$ cat config.mk
export PLATFORM = sky130hd
export DESIGN_NAME = fifo_irq_status
export DESIGN_NICKNAME = d
export VERILOG_FILES = /design/src/rtl/fis_pkg.sv /design/src/rtl/fis_level.sv /design/src/rtl/fis_sticky_bit.sv /design/src/rtl/fis_flush.sv /design/src/rtl/fifo_irq_status.sv
export SDC_FILE = /design/constraint.sdc
export NUM_CORES = 1
export LEC_CHECK = 0
export BUFFER_PORTS_ARGS = -buffer_cell sky130_fd_sc_hd__buf_2
export CORE_MARGIN = 5
export CORE_UTILIZATION = 37
export DETAILED_ROUTE_END_ITERATION = 8
export GPL_TIMING_DRIVEN = 0
export PLACE_DENSITY_LB_ADDON = 0.05
export SYNTH_ARGS = -nofsm -noshare
export SYNTH_HDL_FRONTEND = slang
export SYNTH_SLANG_ARGS = --single-unit
$ cat constraint.sdc
create_clock -name clk -period 1.69 [get_ports clk]
set_input_delay 0.338 -clock clk [delete_from_list [all_inputs] [get_ports clk]]
set_output_delay 0.338 -clock clk [all_outputs]
set_load 0.05 [all_outputs]
$ cat src/rtl/fis_pkg.sv
package fis_pkg;
  localparam int STAT_W   = 32;
  localparam int B_TXE    = 0;
  localparam int B_TXNE   = 1;
  localparam int B_TXF    = 2;
  localparam int B_TXOV   = 3;
  localparam int B_RXE    = 4;
  localparam int B_RXNF   = 5;
  localparam int B_RXF    = 6;
  localparam int B_MDONE  = 19;
  localparam int B_ARB    = 24;
  localparam int B_BERR   = 25;
  localparam int B_NOSTOP = 28;

  localparam logic [STAT_W-1:0] CLR_ALLOWED = 32'h131F_007F;
  localparam logic [STAT_W-1:0] MASK_IMPL   = 32'h1FFF_FFFF;

  localparam int N_STICKY = 5;
  localparam int STICKY_POS [N_STICKY] = '{B_TXOV, B_MDONE, B_ARB, B_BERR, B_NOSTOP};

  // limit a programmed threshold to half the FIFO depth minus one
  function automatic logic [3:0] clamp_thresh(input logic [3:0] th, input int depth);
    int lim;
    lim = depth / 2 - 1;
    if (int'(th) > lim) return 4'(lim);
    return th;
  endfunction
endpackage

$ cat src/rtl/fis_level.sv
module fis_level #(
  parameter int DEPTH     = 16,
  parameter int CNT_W     = 5,
  parameter bit NEAR_FULL = 1'b0
) (
  input  logic [CNT_W-1:0] level,
  input  logic [3:0]       thresh,
  output logic             empty,
  output logic             near,
  output logic             full
);
  assign empty = (level == '0);
  assign full  = (int'(level) == DEPTH);

  generate
    if (NEAR_FULL) begin : g_near_full
      assign near = (int'(level) >= int'(thresh));
    end else begin : g_near_empty
      assign near = (int'(level) <= int'(thresh));
    end
  endgenerate
endmodule

$ cat src/rtl/fis_sticky_bit.sv
module fis_sticky_bit (
  input  logic clk,
  input  logic rst,
  input  logic set_i,
  input  logic clr_i,
  output logic q
);
  always_ff @(posedge clk) begin
    if (rst)        q <= 1'b0;
    else if (set_i) q <= 1'b1;
    else if (clr_i) q <= 1'b0;
  end

  p_set_sticks_r6: assert property (@(posedge clk) disable iff (rst)
    set_i |=> q);
  p_holds_r6: assert property (@(posedge clk) disable iff (rst)
    (q && !clr_i) |=> q);
endmodule

$ cat src/rtl/fis_flush.sv
module fis_flush #(
  parameter int N = 2
) (
  input  logic         clk,
  input  logic         rst,
  input  logic         we,
  input  logic [N-1:0] set_i,
  input  logic [N-1:0] done_i,
  output logic [N-1:0] busy
);
  for (genvar k = 0; k < N; k++) begin : g_bit
    always_ff @(posedge clk) begin
      if (rst)                  busy[k] <= 1'b0;
      else if (we && set_i[k])  busy[k] <= 1'b1;
      else if (done_i[k])       busy[k] <= 1'b0;
    end

    p_flush_fall_r10: assert property (@(posedge clk) disable iff (rst)
      $fell(busy[k]) |-> $past(done_i[k]));
    p_flush_set_r10: assert property (@(posedge clk) disable iff (rst)
      (we && set_i[k]) |=> busy[k]);
  end
endmodule

$ cat src/rtl/fifo_irq_status.sv
module fifo_irq_status
  import fis_pkg::*;
#(
  parameter int FIFO_DEPTH = 16,
  parameter bit HAS_NOSTOP = 1'b1,
  localparam int CNT_W = $clog2(FIFO_DEPTH + 1)
) (
  input  logic              clk,
  input  logic              rst,
  input  logic [CNT_W-1:0]  tx_level,
  input  logic [CNT_W-1:0]  rx_level,
  input  logic [3:0]        tx_thresh,
  input  logic [3:0]        rx_thresh,
  input  logic              tx_push,
  input  logic              xfer_done,
  input  logic              xfer_done_nostop,
  input  logic              arb_lost,
  input  logic              bus_err,
  input  logic              mask_we,
  input  logic [31:0]       mask_wdata,
  input  logic              clr_we,
  input  logic [31:0]       clr_wdata,
  input  logic              flush_we,
  input  logic [1:0]        flush_wdata,
  input  logic [1:0]        flush_done,
  output logic [31:0]       raw_stat,
  output logic [31:0]       irq_mask,
  output logic [31:0]       masked_stat,
  output logic              irq,
  output logic [1:0]        flush_busy
);
  logic [3:0] tx_eff, rx_eff;
  logic tx_e, tx_ne, tx_f, rx_e, rx_nf, rx_f;
  logic [2:0] tx_lv_q, rx_lv_q;
  logic [N_STICKY-1:0] sset, sq;

  assign tx_eff = clamp_thresh(tx_thresh, FIFO_DEPTH);
  assign rx_eff = clamp_thresh(rx_thresh, FIFO_DEPTH);

  fis_level #(.DEPTH(FIFO_DEPTH), .CNT_W(CNT_W), .NEAR_FULL(1'b0)) u_tx_lvl (
    .level(tx_level), .thresh(tx_eff), .empty(tx_e), .near(tx_ne), .full(tx_f));
  fis_level #(.DEPTH(FIFO_DEPTH), .CNT_W(CNT_W), .NEAR_FULL(1'b1)) u_rx_lvl (
    .level(rx_level), .thresh(rx_eff), .empty(rx_e), .near(rx_nf), .full(rx_f));

  // level events follow occupancy, one register stage
  always_ff @(posedge clk) begin
    if (rst) begin
      tx_lv_q <= '0;
      rx_lv_q <= '0;
    end else begin
      tx_lv_q <= {tx_f, tx_ne, tx_e};
      rx_lv_q <= {rx_f, rx_nf, rx_e};
    end
  end

  // sticky sources, in the order of STICKY_POS
  assign sset[0] = tx_push && (int'(tx_level) == FIFO_DEPTH);
  assign sset[1] = xfer_done;
  assign sset[2] = arb_lost;
  assign sset[3] = bus_err;
  assign sset[4] = xfer_done_nostop;

  for (genvar i = 0; i < N_STICKY; i++) begin : g_sticky
    if (STICKY_POS[i] == B_NOSTOP && !HAS_NOSTOP) begin : g_absent
      assign sq[i] = 1'b0;
    end else begin : g_present
      fis_sticky_bit u_bit (
        .clk  (clk),
        .rst  (rst),
        .set_i(sset[i]),
        .clr_i(clr_we && clr_wdata[STICKY_POS[i]] && CLR_ALLOWED[STICKY_POS[i]]),
        .q    (sq[i])
      );
    end
  end

  always_comb begin
    raw_stat = '0;
    raw_stat[B_TXE]  = tx_lv_q[0];
    raw_stat[B_TXNE] = tx_lv_q[1];
    raw_stat[B_TXF]  = tx_lv_q[2];
    raw_stat[B_RXE]  = rx_lv_q[0];
    raw_stat[B_RXNF] = rx_lv_q[1];
    raw_stat[B_RXF]  = rx_lv_q[2];
    for (int i = 0; i < N_STICKY; i++) raw_stat[STICKY_POS[i]] = sq[i];
  end

  always_ff @(posedge clk) begin
    if (rst)          irq_mask <= '0;
    else if (mask_we) irq_mask <= mask_wdata & MASK_IMPL;
  end

  assign masked_stat = raw_stat & irq_mask;

  always_ff @(posedge clk) begin
    if (rst) irq <= 1'b0;
    else     irq <= |masked_stat;
  end

  fis_flush #(.N(2)) u_flush (
    .clk(clk), .rst(rst), .we(flush_we), .set_i(flush_wdata),
    .done_i(flush_done), .busy(flush_busy));

  p_rxnf_r3: assert property (@(posedge clk) disable iff (rst)
    (int'(rx_level) >= int'(clamp_thresh(rx_thresh, FIFO_DEPTH))) |=> raw_stat[B_RXNF]);
  p_txne_r2: assert property (@(posedge clk) disable iff (rst)
    (int'(tx_level) > int'(clamp_thresh(tx_thresh, FIFO_DEPTH))) |=> !raw_stat[B_TXNE]);
  p_irq_high_r9: assert property (@(posedge clk) disable iff (rst)
    (masked_stat != '0) |=> irq);
  p_irq_low_r9: assert property (@(posedge clk) disable iff (rst)
    (masked_stat == '0) |=> !irq);
  p_ovr_needs_full_r5: assert property (@(posedge clk) disable iff (rst)
    $rose(raw_stat[B_TXOV]) |-> $past(tx_push && int'(tx_level) == FIFO_DEPTH));
endmodule

Word-level counts from Yosys, hierarchy flattened. Index checks and enable logic that the tools add are counted.

Register bits after elaboration: 43. Input bits: 96. Output and inout port bits: 99. Logic and storage cells: 56.

Magnitude comparators: 4. Eq/ne operators: 2. Multiplexer cells: 20. Bitwise logic cells: 1. Reduce and logical (&&, ||, !) cells: 18.

Operator list (number): OR reduction 32 bit (1); bitwise AND 29 bit (1); 2-to-1 mux 1 bit (16); 2-to-1 mux 4 bit (4); nonzero test 2 bit (7); equality test 5 bit (second input constant) (2); logical NOT 5 bit (2); greater-than comparator 4 x 3 -> 1 bit (second input constant) (2); logical AND 1 bit (8); greater-or-equal comparator 5 x 4 -> 1 bit (1); <= comparator 5 x 4 -> 1 bit (1).

Depth between registers and ports, before layout.
Depth after elaboration: 4. Gate-level depth with buffers: 6. Depth with buffers taken out: 6.

Cells and area by module. Synthesis repeated with hierarchy kept, for this count alone.

Cells, all modules: 247. Area total of the unflattened synthesis: 2245.9 sq um.

By module, submodules not included: fifo_irq_status (times used 1, cells each 182, area each 1734.2 sq um); fis_sticky_bit (times used 5, cells each 4, area each 38.8 sq um); fis_level (u_tx_lvl) (times used 1, cells each 19, area each 125.1 sq um); fis_level (u_rx_lvl) (times used 1, cells each 18, area each 122.6 sq um); fis_flush (times used 1, cells each 8, area each 70.1 sq um).

Worst setup path after synthesis. Ideal clock, no wire load.

Kind: reg2reg. Start point: register irq_mask[6]. End point: register irq. Library setup time: 0.081 ns. Arrival time: 1.463 ns. Data required time: 1.609 ns. Setup slack: 0.147 ns. Cell stages (with the launch flop): 4. Buffers on the path: 0. Clock period less this slack: 1.543 ns. Cells stage by stage: dfxtp_1 > and2_1 > nor3_1 > a41oi_1.

Cells in the longest elaborated chain, start to end: 2.

RTL lines: start, declared (RTL line fifo_irq_status.sv:27) `output logic [31:0] irq_mask,`; start signal, assigned (RTL line fifo_irq_status.sv:90) `else if (mask_we) irq_mask <= mask_wdata & MASK_IMPL;`; bitwise AND 29 bit (RTL line fifo_irq_status.sv:93) `assign masked_stat = raw_stat & irq_mask;`; net masked_stat[6] (RTL line fifo_irq_status.sv:28) `output logic [31:0] masked_stat,`; OR reduction 32 bit (RTL line fifo_irq_status.sv:97) `else irq <= |masked_stat;`; end signal, assigned (RTL line fifo_irq_status.sv:97); end, declared (RTL line fifo_irq_status.sv:29) `output logic irq,`.

The timed path passes the listed nets, and every way through them passes these cells. A chain may end at the register's enable or synchronous reset.

Worst setup path after layout.
Start point: register irq_mask[5]. End point: output port masked_stat[5].

Cells in the longest elaborated chain, start to end: 1.

RTL lines (RTL line): bitwise AND 29 bit (fifo_irq_status.sv:93); end, declared (fifo_irq_status.sv:28).

Every way passes these cells.

==> out/results.env <==
FILLERS=561
ARRIVAL_PS=1130
MULTI_INPUT_LOGIC_AREA_UM2=993.5
NETLIST_INSTANCES=230
GRT_START_MAX_NET_PINS=13
YS_FF_LATCH=43
P_LEAK_nW=1.787
FIRST_PASS_GRT_WIRE_LENGTH_UM=8507
CTS.ROOT.BUFFER_CELL='clkbuf_8'
SETUP_TNS_PS=0
YS_TYPES=29
POWER.SHARE.SWITCHING_PCT=37.10
TIMING.CRITICAL_PATH.FANOUT_MAX=3
DRT_FIRST_PASS_ITERS=4
WORST-SLEW-PIN-TRANSITION_PS=503.5
ASYNC_FLOP_SHARE_PCT=0
DIE_H_UM=85.64
FINAL.MIN_CLOCK_PERIOD_PS=1472
CRITICAL_PATH.MAX_STAGE_DELAY_PS=360
CLOCK_TREE.BUFFER_DEPTH=2
CPMAXSTAGEDELAYCELL='dfxtp_1'
LAYOUT-DRIVE-GT1-SHARE_PCT=45.61
CTS_TREE='done'
CTS.HOLD.BUFFERS_ADDED=0
OUTCOME='completed'
SHARE_CLK_OF_TOTAL_POWER_PCT=24.4
SYNTH_FLOP_CELL='dfxtp_1'
NETSWITCHINGPOWER_uW=948.1
P_INT_mW=1.607
TIMING_HOLD_VIOLATIONS_FINAL=0
SYNTH_EDF_COUNT=0
SYNTHESIS.AREA_PER_INSTANCE_UM2=9.204
ANTENNA_FOUND_INITIAL=0
FIN_TOTAL_PWR_mW=2.556
ROUTE.FINAL.WIRE_LENGTH_UM=5492
SYN-CELL-AREA_MM2=0.002117
AREA.GROWTH.SYNTH_TO_FINAL_PCT=43.56
DRV_SLEW=0
HOLD_CLASS='in -> reg'
POWER-PER-CELL-AREA_mW_PER_MM2=840.9
NETLIST_TOP_CELLS_COUNT='51 x buf_4, 43 x dfxtp_1, 39 x nor2_1, 29 x mux2i_1, 11 x and2_1'
VDD.IR_DROP.WORST_V=0.0003875
INITIAL_CORE_UTIL_PCT=38.21
DETAIL_ROUTE.DRC_VIOLATIONS=0
STD_CELL_ROWS=27
ROUTEDWLPERCELL_UM=11.66
GRT_OVERFLOW=0
SYNTH_LARGEST_AREA_CELL='dfxtp_1'
COMB_POWER_SHARE_PCT=32.6
WORSTPATHBUFFERINVERTERCOUNT=1
SYNTH_SEQ_AREA_SHARE_PCT=40.66
CRITPATHCAPTURETYPE='output pin'
GPL.FINAL_WEIGHTED_CONGESTION=0.7520
DIE_AR_MM2=0.007334
DETAIL_ROUTE.VIAS_PER_CELL=4.000
VIAS=1884
CLKTRANSATPATHREGS_PS=80
FF_LATCH_AREA_UM2=860.8
DRT_ITER0_DRC=38
IO_BUFFERS=117
CRIT_PATH_START_KIND='register'
LARGEST_DELAY_SHARE_FAMILY_WORST_PATH='flip-flops'
ANTENNA_CELLS_INSERTED=0
SYNTH.MOST_COMMON_CELL='buf_4'
POWER.SHARE.SEQUENTIAL_PCT=43.0
CRIT_PATH_CELL_TRACE='and2_1 -> buf_2'
HPWL_UM=4621
WORST_CLOCK_SKEW_PS=4.512
FINAL_ANTENNA_NET_COUNT=0
CORE-AREA_MM2=0.005540
CLK-INSERTION-DELAY-LATE_PS=290
SYNTH_TOP_AREA_SHARE_PCT=40.66
SLEW_HEADROOM_PCT=66.43
SETUP_VIOL=0
POSTCTSSETUPREPAIRBUFS=0
POST-ROUTE-PERIOD-UTIL_PCT=87.11
POST_CTS_RESIZE_COUNT=0
NNETSFINAL=501
CTS.SINK_COUNT=43
GRT_PASS1_VIAS=1800
DRV_CAP=0
SYNTH_AREA_LEADERS='dfxtp_1 41%, buf_4 18%, mux2i_1 14%, nor2_1 6.9%, ha_1 4.1%'
DIE_W_UM=85.64
GLOBALROUTETOTALUTIL_PCT=14.50
H_TREE_LVLS=2
CRITICALPATHCATEGORY='reg -> out'
YS_WARN_COUNT=0
CRIT_REQUIRED_PS=1350
FLOORPLAN.IO_PINS=195
RSZ_0062_RAISED_AFTER_GLOBAL_ROUTING='no'
CTS-BUFFERS-INSERTED=5
UTILIZATION_PCT=54.86
CLOCK.FMAX_MHz=679.2
cells by family (layout without fill, tap and decap cells):
group	Yosys count	in the layout	share of synthesized area [%]
simple gates	72	72	16.61
mux	29	29	13.71
flops	43	43	40.66
other cells	2	46	0.3547
compound gates	15	15	4.315
fa+ha+maj	7	7	4.137
buf+inv	62	187	20.21
worst reg2reg max path: stages (launching register included):
cell and delay [ps]:
dfxtp_1 320, and2_1 170, nor4_1 350, a41oi_1 170
cells in the final DEF, fill, tap and decap left out, types with 3 or more instances in the layout:
| cell | instances |
|---|---|
| a21oi_1 | 8 |
| and2_1 | 11 |
| buf_1 | 3 |
| buf_2 | 120 |
| buf_4 | 51 |
| clkbuf_1 | 3 |
| clkbuf_8 | 5 |
| conb_1 | 46 |
| dfxtp_1 | 43 |
| ha_1 | 7 |
| inv_1 | 4 |
| mux2i_1 | 29 |
| nand2_1 | 7 |
| nor2_1 | 39 |
| nor3_1 | 4 |
final timing paths:
| path | start | to | slack, ps | depth (start not counted) |
|---|---|---|---|---|
| max reg2reg | tx_lv_q[0]$_SDFF_PP0_ | irq$_SDFF_PP0_ | 540 | 3 |
| min | rx_level[4] | rx_lv_q[0]$_SDFF_PP0_ | 240 | 2 |
| max | irq_mask[5]$_SDFFE_PP0P_ | masked_stat[5] | 220 | 2 |
| min reg2reg | u_flush.busy[0]$_SDFFE_PP0P_ | u_flush.busy[0]$_SDFFE_PP0P_ | 470 | 2 |
sequential cells by signal (all words and copies together) (netlist names):
name	cells
u_flush.busy	2
rx_lv_q	3
irq	1
tx_lv_q	3
g_sticky.g_present.u_bit.q	5
irq_mask	29
routing by layer:
layer | vias to the layer above | routed length (um) | global-route usage [%] | share of wire [%]
met3 | 7 | 467 | 3.362 | 8.5
met5 | - | 0 | 0 | 0
met1 | 793 | 2364 | 18.25 | 43
met2 | 90 | 2572 | 24.15 | 47
met4 | 0 | 89 | 5.324 | 1.6
li1 | 994 | - | - | -
cell type report:
| class | count | area share, % |
|---|---|---|
| Buffer | 58 | 13.59 |
| Timing Repair Buffer | 117 | 19.27 |
| Clock inverter | 1 | 0.1647 |
| Sequential cell | 43 | 28.32 |
| Multi-Input combinational cell | 169 | 32.69 |
| Clock buffer | 7 | 2.511 |
| Tap cell | 72 | 2.964 |
| Inverter | 4 | 0.4940 |
stage by stage:
step | cell area [um^2] | cells | hold WS, ps | setup WS, ps
floorplan | 2282 | 274 | 415.5 | 146.6
global placement | 2958 | 463 | 455.6 | 74.84
detailed placement | 2958 | 463 | 461.8 | 86.76
CTS | 3039 | 471 | 226.0 | 217.4
global route | 3039 | 471 | 233.0 | 157.9
finish | 3039 | 471 | 236.6 | 217.8
power groups by stage:
stage	registers, mW	clock network [mW]	logic [mW]
3_5_place_dp	1.12	0	0.834
5_1_grt	1.11	0.680	0.890
2_1_floorplan	1.30	0	0.487
3_3_place_gp	1.12	0	0.829
4_1_cts	1.10	0.645	0.835
6_report	1.10	0.624	0.834
Note: power is estimated with default switching activity, not from simulation.
